<file path="src/rtl/arb_pkg.sv">
package arb_pkg;
  typedef enum logic [1:0] {
    GNT_NONE = 2'b00,
    GNT_CPU  = 2'b01,
    GNT_XFER = 2'b10
  } gnt_e;
endpackage

</file>
<file path="src/rtl/starve_ctr.sv">
module starve_ctr #(
  parameter int STARVE_LIMIT = 3,
  localparam int CNT_W = $clog2(STARVE_LIMIT + 1)
) (
  input  logic             clk_i,
  input  logic             rst_ni,
  input  logic             step_i,   // unreserved slot decided
  input  logic             miss_i,   // cpu asked and lost
  output logic [CNT_W-1:0] cnt_o,
  output logic             at_limit_o
);
  localparam logic [CNT_W-1:0] LIM = CNT_W'(STARVE_LIMIT);

  logic [CNT_W-1:0] cnt_q;

  always_ff @(posedge clk_i or negedge rst_ni) begin
    if (!rst_ni)            cnt_q <= '0;
    else if (step_i) begin
      if (!miss_i)          cnt_q <= '0;
      else if (cnt_q != LIM) cnt_q <= cnt_q + 1'b1;
    end
  end

  assign cnt_o      = cnt_q;
  assign at_limit_o = (cnt_q == LIM);

  a_r9_cnt_sat: assert property (@(posedge clk_i) disable iff (!rst_ni)
    cnt_q <= LIM);
  a_r7_cnt_clear: assert property (@(posedge clk_i) disable iff (!rst_ni)
    step_i && !miss_i |=> cnt_q == '0);
  a_r4_cnt_hold: assert property (@(posedge clk_i) disable iff (!rst_ni)
    !step_i |=> $stable(cnt_q));
endmodule

</file>
<file path="src/rtl/slot_decide.sv">
module slot_decide
  import arb_pkg::*;
(
  input  logic cpu_req_i,
  input  logic xfer_req_i,
  input  logic even_i,
  input  logic hog_i,
  input  logic rsv_i,
  input  logic starved_i,
  output gnt_e gnt_o,
  output logic miss_o
);
  logic xfer_win;

  // engine only on even slots; polite mode yields once cpu is starved
  assign xfer_win = !rsv_i && xfer_req_i && even_i && (hog_i || !starved_i);

  always_comb begin
    if (rsv_i)              gnt_o = GNT_NONE;
    else if (xfer_win)      gnt_o = GNT_XFER;
    else if (cpu_req_i)     gnt_o = GNT_CPU;
    else                    gnt_o = GNT_NONE;
  end

  assign miss_o = cpu_req_i && xfer_win;
endmodule

</file>
<file path="src/rtl/mem_slot_arbiter.sv">
module mem_slot_arbiter
  import arb_pkg::*;
#(
  parameter int STARVE_LIMIT = 3,
  localparam int CNT_W = $clog2(STARVE_LIMIT + 1)
) (
  input  logic clk_i,
  input  logic rst_ni,
  input  logic slot_i,
  input  logic even_i,
  input  logic cpu_req_i,
  input  logic xfer_req_i,
  input  logic hog_i,
  input  logic disp_rsv_i,
  output logic cpu_gnt_o,
  output logic xfer_gnt_o
);
  gnt_e             gnt_d, gnt_q;
  logic             miss, starved;
  logic [CNT_W-1:0] cnt;

  slot_decide u_decide (
    .cpu_req_i (cpu_req_i),
    .xfer_req_i(xfer_req_i),
    .even_i    (even_i),
    .hog_i     (hog_i),
    .rsv_i     (disp_rsv_i),
    .starved_i (starved),
    .gnt_o     (gnt_d),
    .miss_o    (miss)
  );

  starve_ctr #(.STARVE_LIMIT(STARVE_LIMIT)) u_ctr (
    .clk_i     (clk_i),
    .rst_ni    (rst_ni),
    .step_i    (slot_i && !disp_rsv_i),
    .miss_i    (miss),
    .cnt_o     (cnt),
    .at_limit_o(starved)
  );

  always_ff @(posedge clk_i or negedge rst_ni) begin
    if (!rst_ni)     gnt_q <= GNT_NONE;
    else if (slot_i) gnt_q <= gnt_d;
  end

  assign cpu_gnt_o  = (gnt_q == GNT_CPU);
  assign xfer_gnt_o = (gnt_q == GNT_XFER);

  a_r2_onehot: assert property (@(posedge clk_i) disable iff (!rst_ni)
    $onehot0({cpu_gnt_o, xfer_gnt_o}));
  a_r2_hold: assert property (@(posedge clk_i) disable iff (!rst_ni)
    !slot_i |=> $stable({cpu_gnt_o, xfer_gnt_o}));
  a_r3_no_odd_xfer: assert property (@(posedge clk_i) disable iff (!rst_ni)
    slot_i && !even_i |=> !xfer_gnt_o);
  a_r4_rsv_idle: assert property (@(posedge clk_i) disable iff (!rst_ni)
    slot_i && disp_rsv_i |=> !cpu_gnt_o && !xfer_gnt_o);
  a_r5_hog_wins: assert property (@(posedge clk_i) disable iff (!rst_ni)
    slot_i && hog_i && even_i && xfer_req_i && !disp_rsv_i |=> xfer_gnt_o);
  a_r6_yield: assert property (@(posedge clk_i) disable iff (!rst_ni)
    slot_i && !hog_i && !disp_rsv_i && cpu_req_i && cnt == CNT_W'(STARVE_LIMIT)
    |=> cpu_gnt_o);
  a_r8_cpu_alone: assert property (@(posedge clk_i) disable iff (!rst_ni)
    slot_i && !disp_rsv_i && cpu_req_i && !(xfer_req_i && even_i) |=> cpu_gnt_o);
endmodule

</file>
<file path="config.mk">
export PLATFORM = sky130hd
export DESIGN_NAME = mem_slot_arbiter
export DESIGN_NICKNAME = d
export VERILOG_FILES = /design/src/rtl/arb_pkg.sv /design/src/rtl/starve_ctr.sv /design/src/rtl/slot_decide.sv /design/src/rtl/mem_slot_arbiter.sv
export SDC_FILE = /design/constraint.sdc
export NUM_CORES = 1
export LEC_CHECK = 0
export BUFFER_PORTS_ARGS = -buffer_cell sky130_fd_sc_hd__buf_2
export CAP_MARGIN = 20
export CORE_AREA = 2 2 39 41
export CTS_CLUSTER_SIZE = 12
export DETAILED_ROUTE_END_ITERATION = 7
export DIE_AREA = 0 0 41 43
export RECOVER_POWER = 50
export SLEW_MARGIN = 0
export SYNTH_ARGS = -nofsm -noshare
export SYNTH_HDL_FRONTEND = slang
export SYNTH_SLANG_ARGS = --single-unit
</file>
<file path="constraint.sdc">
create_clock -name clk_i -period 1.69 [get_ports clk_i]
set_input_delay 0.338 -clock clk_i [delete_from_list [all_inputs] [get_ports clk_i]]
set_output_delay 0.338 -clock clk_i [all_outputs]
set_load 0.05 [all_outputs]
</file>
; Word-level counts from Yosys, hierarchy flattened
; Cells that the tools add are included.
[totals]
out_inout_bits = 2
in_bits = 8
register_bits = 4
word_cells = 22
[op_classes]
addsub = 1
n_eq_ne = 5
n_reduce_logical = 9
n_mux = 5
[ops]
columns = cell, n
row1 = 2-bit two-way mux, 4
row2 = 1-bit logical AND, 5
row3 = 2-bit == test (second input constant), 2
row4 = 2-bit inequality test (second input constant), 2
row5 = 2-bit by 1-bit adder with 2-bit output (second input constant), 1
row6 = 2-bit by 1-bit == test with 1-bit output (second input constant), 1
row7 = 1-bit zero test, 2
row8 = 2-bit AND reduction, 1
row9 = 1-bit logical OR, 1
row10 = 1-bit two-way mux, 1

; Depth between registers and ports, before layout
; Gate-level depths: netlist of the first run.
[logic_depth]
word_depth = 7
mapped_depth = 4
ltp_nobuf = 4

; By module
; A second synthesis of the first run with hierarchy kept.
[unflattened]
cells_unflattened = 23
area_unflattened_um2 = 266.5
[by_module_without_submodules]
columns = mod, cells_per_inst, n_inst, seq_area_each_um2, area_each_um2
row1 = starve_ctr, 10, 1, 50.0, 116.4
row2 = mem_slot_arbiter, 7, 1, 50.0, 98.8
row3 = slot_decide, 6, 1, 0.0, 51.3

; Worst setup path before layout of the first run
; No wires, ideal clock.
[synth_path]
path_type = flip-flop to output port
from = reg gnt_q[0]
to = out cpu_gnt_o
setup_slack_ns = 0.328
required_ns = 1.352
path_buffers = 0
stages_incl_launch_ff = 3
t_arrival_ns = 1.024
path_cell_list = dfrtp_1 inv_1 nor2_1
[synth_between]
elab_chain_len = 1
[synth_lines]
columns = element, line
row1 = from (decl), mem_slot_arbiter.sv:18  ; gnt_e gnt_d, gnt_q;
row2 = from (signal assigned), mem_slot_arbiter.sv:44  ; else if (slot_i) gnt_q <= gnt_d;
row3 = 2-bit by 1-bit == test with 1-bit output, mem_slot_arbiter.sv:47  ; assign cpu_gnt_o = (gnt_q == GNT_CPU);
row4 = to (decl), mem_slot_arbiter.sv:15  ; output logic cpu_gnt_o,
; No other way between the ends.

; Worst setup path in the final report of the first run
; Same ends and word-level chain as after synthesis.

==> impl_metrics.tcl, run 1 <==
set metrics [dict create \
    outcome "finished clean" \
    fin_area_um2 316.6 \
    synth_xor_xnor_area_share 0 \
    worstSetupEndpointType "output port" \
    fin_tns_setup_ns 0 \
    root_buffer "clkbuf_4" \
    multi_input_area_um2 108.9 \
    h-tree-depth 1 \
    area_growth_pct 43.75 \
    syn_nets 31 \
    finalClockSkew_ns 0.002393 \
    timing.rr.end "gnt_q[0]" \
    start_kind "flop" \
    start_util 0.1591 \
    cts.sink_count 4 \
    die_y_um 43 \
    io_buffers 9 \
    cts_resized 0 \
    synthAdderAreaFrac 0.05682 \
    reg2reg_depth 4 \
    slew_viol_final 0 \
    place_congestion 0.6179 \
    slew_headroom 0.8407 \
    crit_arrival_ns 0.97 \
    setup_viol 0 \
    rsz0062_at_grt "no" \
    layout-drive-gt1-share 0.3714 \
    dpl_cell_area_um2 285.3 \
    clockBufferDepth 2 \
    clk_latency_ns 0.23 \
    vias_per_cell 4.000 \
    grt_max_degree 5 \
    synthMuxAreaShare 0.06818 \
    power.density_nw_per_um2 810.3 \
    ys_seq_area_frac 0.4545 \
    drt-total-wl_um 410 \
    critPathKind "reg2out" \
    min_path_cells 2 \
    synth-simple-area-share 0.1875 \
    rows 14 \
    hold_path_class "in2reg" \
    syn-mean-instance-area_um2 10.01 \
    num_antenna_cells 0 \
    worstMarginPinSlew_ns 0.2371 \
    die_area_um2 1763 \
    layout_commonest_cell "buf_2" \
    first_global_vias 210 \
    ios 10 \
    fin_crit_sh 0.7727 \
    clk_pin_slew_worst_paths_ns 0.03 \
    regArea_um2 100.1 \
    p_leak_nw 0.1568 \
    drt_iter0_markers 0 \
    preCtsSetupSlack_ns 0.4930 \
    rrSetupSlack_ns 0.51 \
    p_total_mw 0.2565 \
    yosys_warnings 0 \
    final_cell_mix "buf_2, dfrtp_1, inv_1, clkbuf_4" \
    dr.pass1.iters 1 \
    synth_cells 22 \
    post_drt_wl_per_cell_um 8.039 \
    synth_top_cells_by_area "dfrtp_1, mux2_4, ha_1" \
    netlist.area_leader.share 0.4545 \
    hpwl_um 366.1 \
    grt_pass1_wl_um 717 \
    grtUsageTotal 0.06344 \
    ys_types 15 \
    ir_drop_v 0.0002543 \
    r2r-start "u_ctr.cnt_o[0]" \
    post-route-min-period_ns 1.306 \
    hold_viol 0 \
    crit_fanout 2 \
    fp.coreArea_um2 1384 \
    drc 0 \
    required_ns 1.35 \
    cts_made_buffers 3 \
    min_to "gnt_q[1]" \
    synth-compound-area-share 0.1818 \
    synth_top_family_by_area "simple AND/OR/NAND/NOR gates" \
    grt_overflow_total 0 \
    fp.dieW_um 41 \
    drv_cap 0 \
    nNetsFinal 46 \
    yosys.area.top_type "dfrtp_1" \
    maxClockFrequency_mhz 765.8 \
    setup_ws_ns 0.3842 \
    antenna_found_initial 0 \
    cts_tree "done" \
    drtAntennaViolNets 0 \
    fin_util 0.2288 \
    synth_seq_cells 4 \
    dr_total_vias 204 \
    hp-start "slot_i" \
    fillers 159 \
    synth.cell_area_um2 220.2 \
]
## critical path, cell delays in order, from the launching register on
cell and delay (ns):
dfrtp_1 0.33, inv_1 0.05, nor2_1 0.09, buf_2 0.26
## report_power, final
group          switching [mW]  internal, mW
Combinational          0.0252        0.0164
Sequential            0.00243         0.101
Clock                  0.0328        0.0790
## kinds of logic (layout without fill, tap and decap cells)
group / after synthesis / in the layout
flops: 4 / 4
simple gates: 8 / 8
buf+inv: 3 / 16
mux: 1 / 1
fa+ha+maj: 1 / 1
compound gates: 5 / 5
## Yosys cell counts
cell,instances
o32ai_1,1
nor2_1,2
ha_1,1
o21ai_0,1
dfrtp_1,4
o21bai_1,1
nand2_1,2
nor3_1,1
nand2b_1,1
nand4b_1,1
mux2_4,1
inv_1,3
o2111ai_1,1
nor2b_1,1
a22o_2,1
## sequential cells by signal, indices dropped and copies added, names as in the netlist
name	flops
gnt_q	2
u_ctr.cnt_o	2
## through the flow
stage | std cells | hold slack, ns
after floorplan | 22 | 0.04241
after global placement | 47 | 0.1472
after detailed placement | 47 | 0.1489
after CTS | 51 | 0.3427
after global routing | 51 | 0.3604
final | 51 | 0.3489
## worst max path at each step
stage,start,endpoint,slack (ns),depth (start not counted)
after floorplan,gnt_q[0],cpu_gnt_o,0.33,2
after global placement,u_ctr.cnt_o[0],gnt_q[0],0.51,4
after detailed placement,u_ctr.cnt_o[0],gnt_q[0],0.49,4
after CTS,gnt_q[0],cpu_gnt_o,0.36,3
after global routing,gnt_q[0],cpu_gnt_o,0.33,3
final,gnt_q[0],cpu_gnt_o,0.38,3
## final cells by class
cell class,count,area share
Multi-Input combinational cell,15,0.3439
Sequential cell,4,0.3162
Timing Repair Buffer,10,0.1700
Clock buffer,3,0.07115
Tap cell,16,0.06324
Inverter,3,0.03557
## per-layer routing
metal  wire length, µm  global-route usage  up-vias
met5                 0                   0        -
met4                 0             0.06000        0
met3                43             0.01571        0
met2               186             0.08750        6
met1               181             0.07468       91
li1                  -                   -      107
## what timing repair did
item                      CTS  global route
hold endpoints to repair    4             0
hold buffers                1             0
buffers inserted            0             0
No activity file was read; power rests on OpenSTA's default activity.
==> inputs of run 2 (changes only) <==
- clock period: 1.69 -> 1.07 ns (I/O delays scaled with it)
==> run 2 against run 1 <==
  * The run now ends with negative setup slack left
  * Clock skew is 0.0017 ns lower
  * Setup slack worse by 0.44 ns
  * Final cell count rose by 7.8%
  * Largest cell class unchanged
  * Largest power group unchanged
  * Highest routed layer is now met4
==> impl_metrics.tcl, run 2 (synthesized netlist as in run 1, its figures left out) <==
set metrics [dict create \
    num_antenna_cells 0 \
    slew_viol_final 0 \
    cts_tree "done" \
    nNetsFinal 50 \
    area_growth_pct 78.41 \
    maxClockFrequency_mhz 891.6 \
    reg2reg_depth 4 \
    path_cells "nor2_2 -> buf_6" \
    clk_pin_slew_worst_paths_ns 0.04 \
    p_total_mw 0.4444 \
    r2r-start "u_ctr.cnt_o[1]" \
    grt_pass1_wl_um 924 \
    start_kind "flop" \
    layout_commonest_cell "buf_2" \
    setup_viol 4 \
    die_y_um 43 \
    multi_input_area_um2 142.6 \
    vias_per_cell 4.073 \
    drt-total-wl_um 558 \
    critPathKind "reg2out" \
    cp_slowest_cell "dfrtp_1" \
    cp-startpoint "gnt_q[0]" \
    required_ns 0.86 \
    post-route-min-period_ns 1.122 \
    clockBufferDepth 2 \
    preCtsSetupSlack_ns -0.06512 \
    slew_headroom 0.8589 \
    grt_max_degree 5 \
    layout-drive-gt1-share 0.6667 \
    first_global_vias 233 \
    pwr-share-seq 0.370 \
    cts.sink_count 4 \
    hold_viol 0 \
    h-tree-depth 1 \
    p_leak_nw 0.1810 \
    fp.coreArea_um2 1384 \
    setup_ws_ns -0.05152 \
    die_area_um2 1763 \
    endpoint "xfer_gnt_o" \
    finalClockSkew_ns 0.0006573 \
    crit_arrival_ns 0.91 \
    clock_power_share 0.427 \
    drtAntennaViolNets 0 \
    power.density_nw_per_um2 1131 \
    drc 0 \
    drt_iter0_markers 2 \
    p_sw_frac 0.2668 \
    worstSetupEndpointType "output port" \
    hold_path_class "in2reg" \
    ios 10 \
    timing.rr.end "u_ctr.cnt_o[0]" \
    critical-path-max-stage-delay_ns 0.39 \
    antenna_found_initial 0 \
    grt_overflow_total 0 \
    place_congestion 0.6569 \
    outcome "complete, but fails checks" \
    rsz0062_at_grt "yes" \
    rrSetupSlack_ns -0.03 \
    power.share.combinational 0.203 \
    cts_made_buffers 3 \
    crit_fanout 2 \
    ir_drop_v 0.0002859 \
    rows 14 \
    grtUsageTotal 0.08744 \
    power.internal_mw 0.3258 \
    final_cell_mix "buf_2, dfrtp_1, buf_4" \
    worstMarginPinSlew_ns 0.2116 \
    post_drt_wl_per_cell_um 10.15 \
    dr_total_vias 224 \
    clk_latency_ns 0.23 \
    switching_power_mw 0.1186 \
    violations "negative setup slack" \
    root_buffer "clkbuf_4" \
    drv_cap 0 \
    fin_crit_sh 1.048 \
    io_buffers 9 \
    start_util 0.1591 \
    regArea_um2 100.1 \
    fillers 149 \
    dr.pass1.iters 3 \
    fp.dieW_um 41 \
]
-- run 2: what timing repair did --
action | CTS | global route
gates resized for setup | 8 | 6
endpoints found under the setup margin | 6 | 6
pin swaps | 3 | 2
hold endpoints to repair | 4 | 0
hold buffers | 1 | 0
setup buffers | 2 | 0
-- run 2: power by group through the flow --
stage / registers, mW / clock network [mW] / logic, mW
2_1_floorplan: 0.164 / 0 / 0.0380
3_3_place_gp: 0.164 / 0 / 0.0666
3_5_place_dp: 0.165 / 0 / 0.0677
4_1_cts: 0.163 / 0.202 / 0.0843
5_1_grt: 0.166 / 0.213 / 0.0985
6_report: 0.165 / 0.190 / 0.0901
-- run 2: worst min-delay path by stage --
stage                start              to  slack [ns]  cells after the start
finish              slot_i        gnt_q[0]        0.21                      2
global route        slot_i        gnt_q[0]        0.22                      2
CTS                 slot_i        gnt_q[0]        0.20                      2
detailed placement  rst_ni  u_ctr.cnt_o[0]        0.02                      1
global placement    rst_ni  u_ctr.cnt_o[0]        0.02                      1
floorplan           rst_ni        gnt_q[0]       -0.08                      0
-- run 2: critical path, delay by kind of cell (launching register included) --
kind                   cells  cell delay (ns)
AND/OR/NAND/NOR            1             0.12
buffers and inverters      1             0.16
flip-flops                 1             0.39
-- run 2: through the flow --
step / hold WS (ns) / util / instances / setup TNS [ns] / instance area (µm²)
5_1_grt: 0.2178 / 0.2839 / 55 / -0.4320 / 392.9
3_3_place_gp: 0.02238 / 0.2188 / 49 / -0.09638 / 302.8
6_report: 0.2138 / 0.2839 / 55 / -0.1408 / 392.9
2_1_floorplan: -0.08159 / - / 22 / -0.3317 / 222.7
3_5_place_dp: 0.02451 / 0.2188 / 49 / -0.1386 / 302.8
4_1_cts: 0.1997 / 0.2731 / 55 / -0.2189 / 377.9
-- run 2: metal layers --
| layer | wire length (µm) | track usage | part of all wire | vias to the layer above |
|---|---|---|---|---|
| li1 | - | - | - | 115 |
| met3 | 26 | 0.04712 | 0.047 | 2 |
| met1 | 202 | 0.07097 | 0.36 | 102 |
| met5 | 0 | 0 | 0 | - |
| met4 | 12 | 0.1000 | 0.022 | 0 |
| met2 | 317 | 0.1281 | 0.57 | 5 |
-- run 2: cell type report --
class                      count  share of cell area
inverter                       3             0.02866
tap                           16             0.05096
multi-input combinational     15              0.3631
timing repair buffer          14              0.2452
clock buffer                   3             0.05732
sequential                     4              0.2548
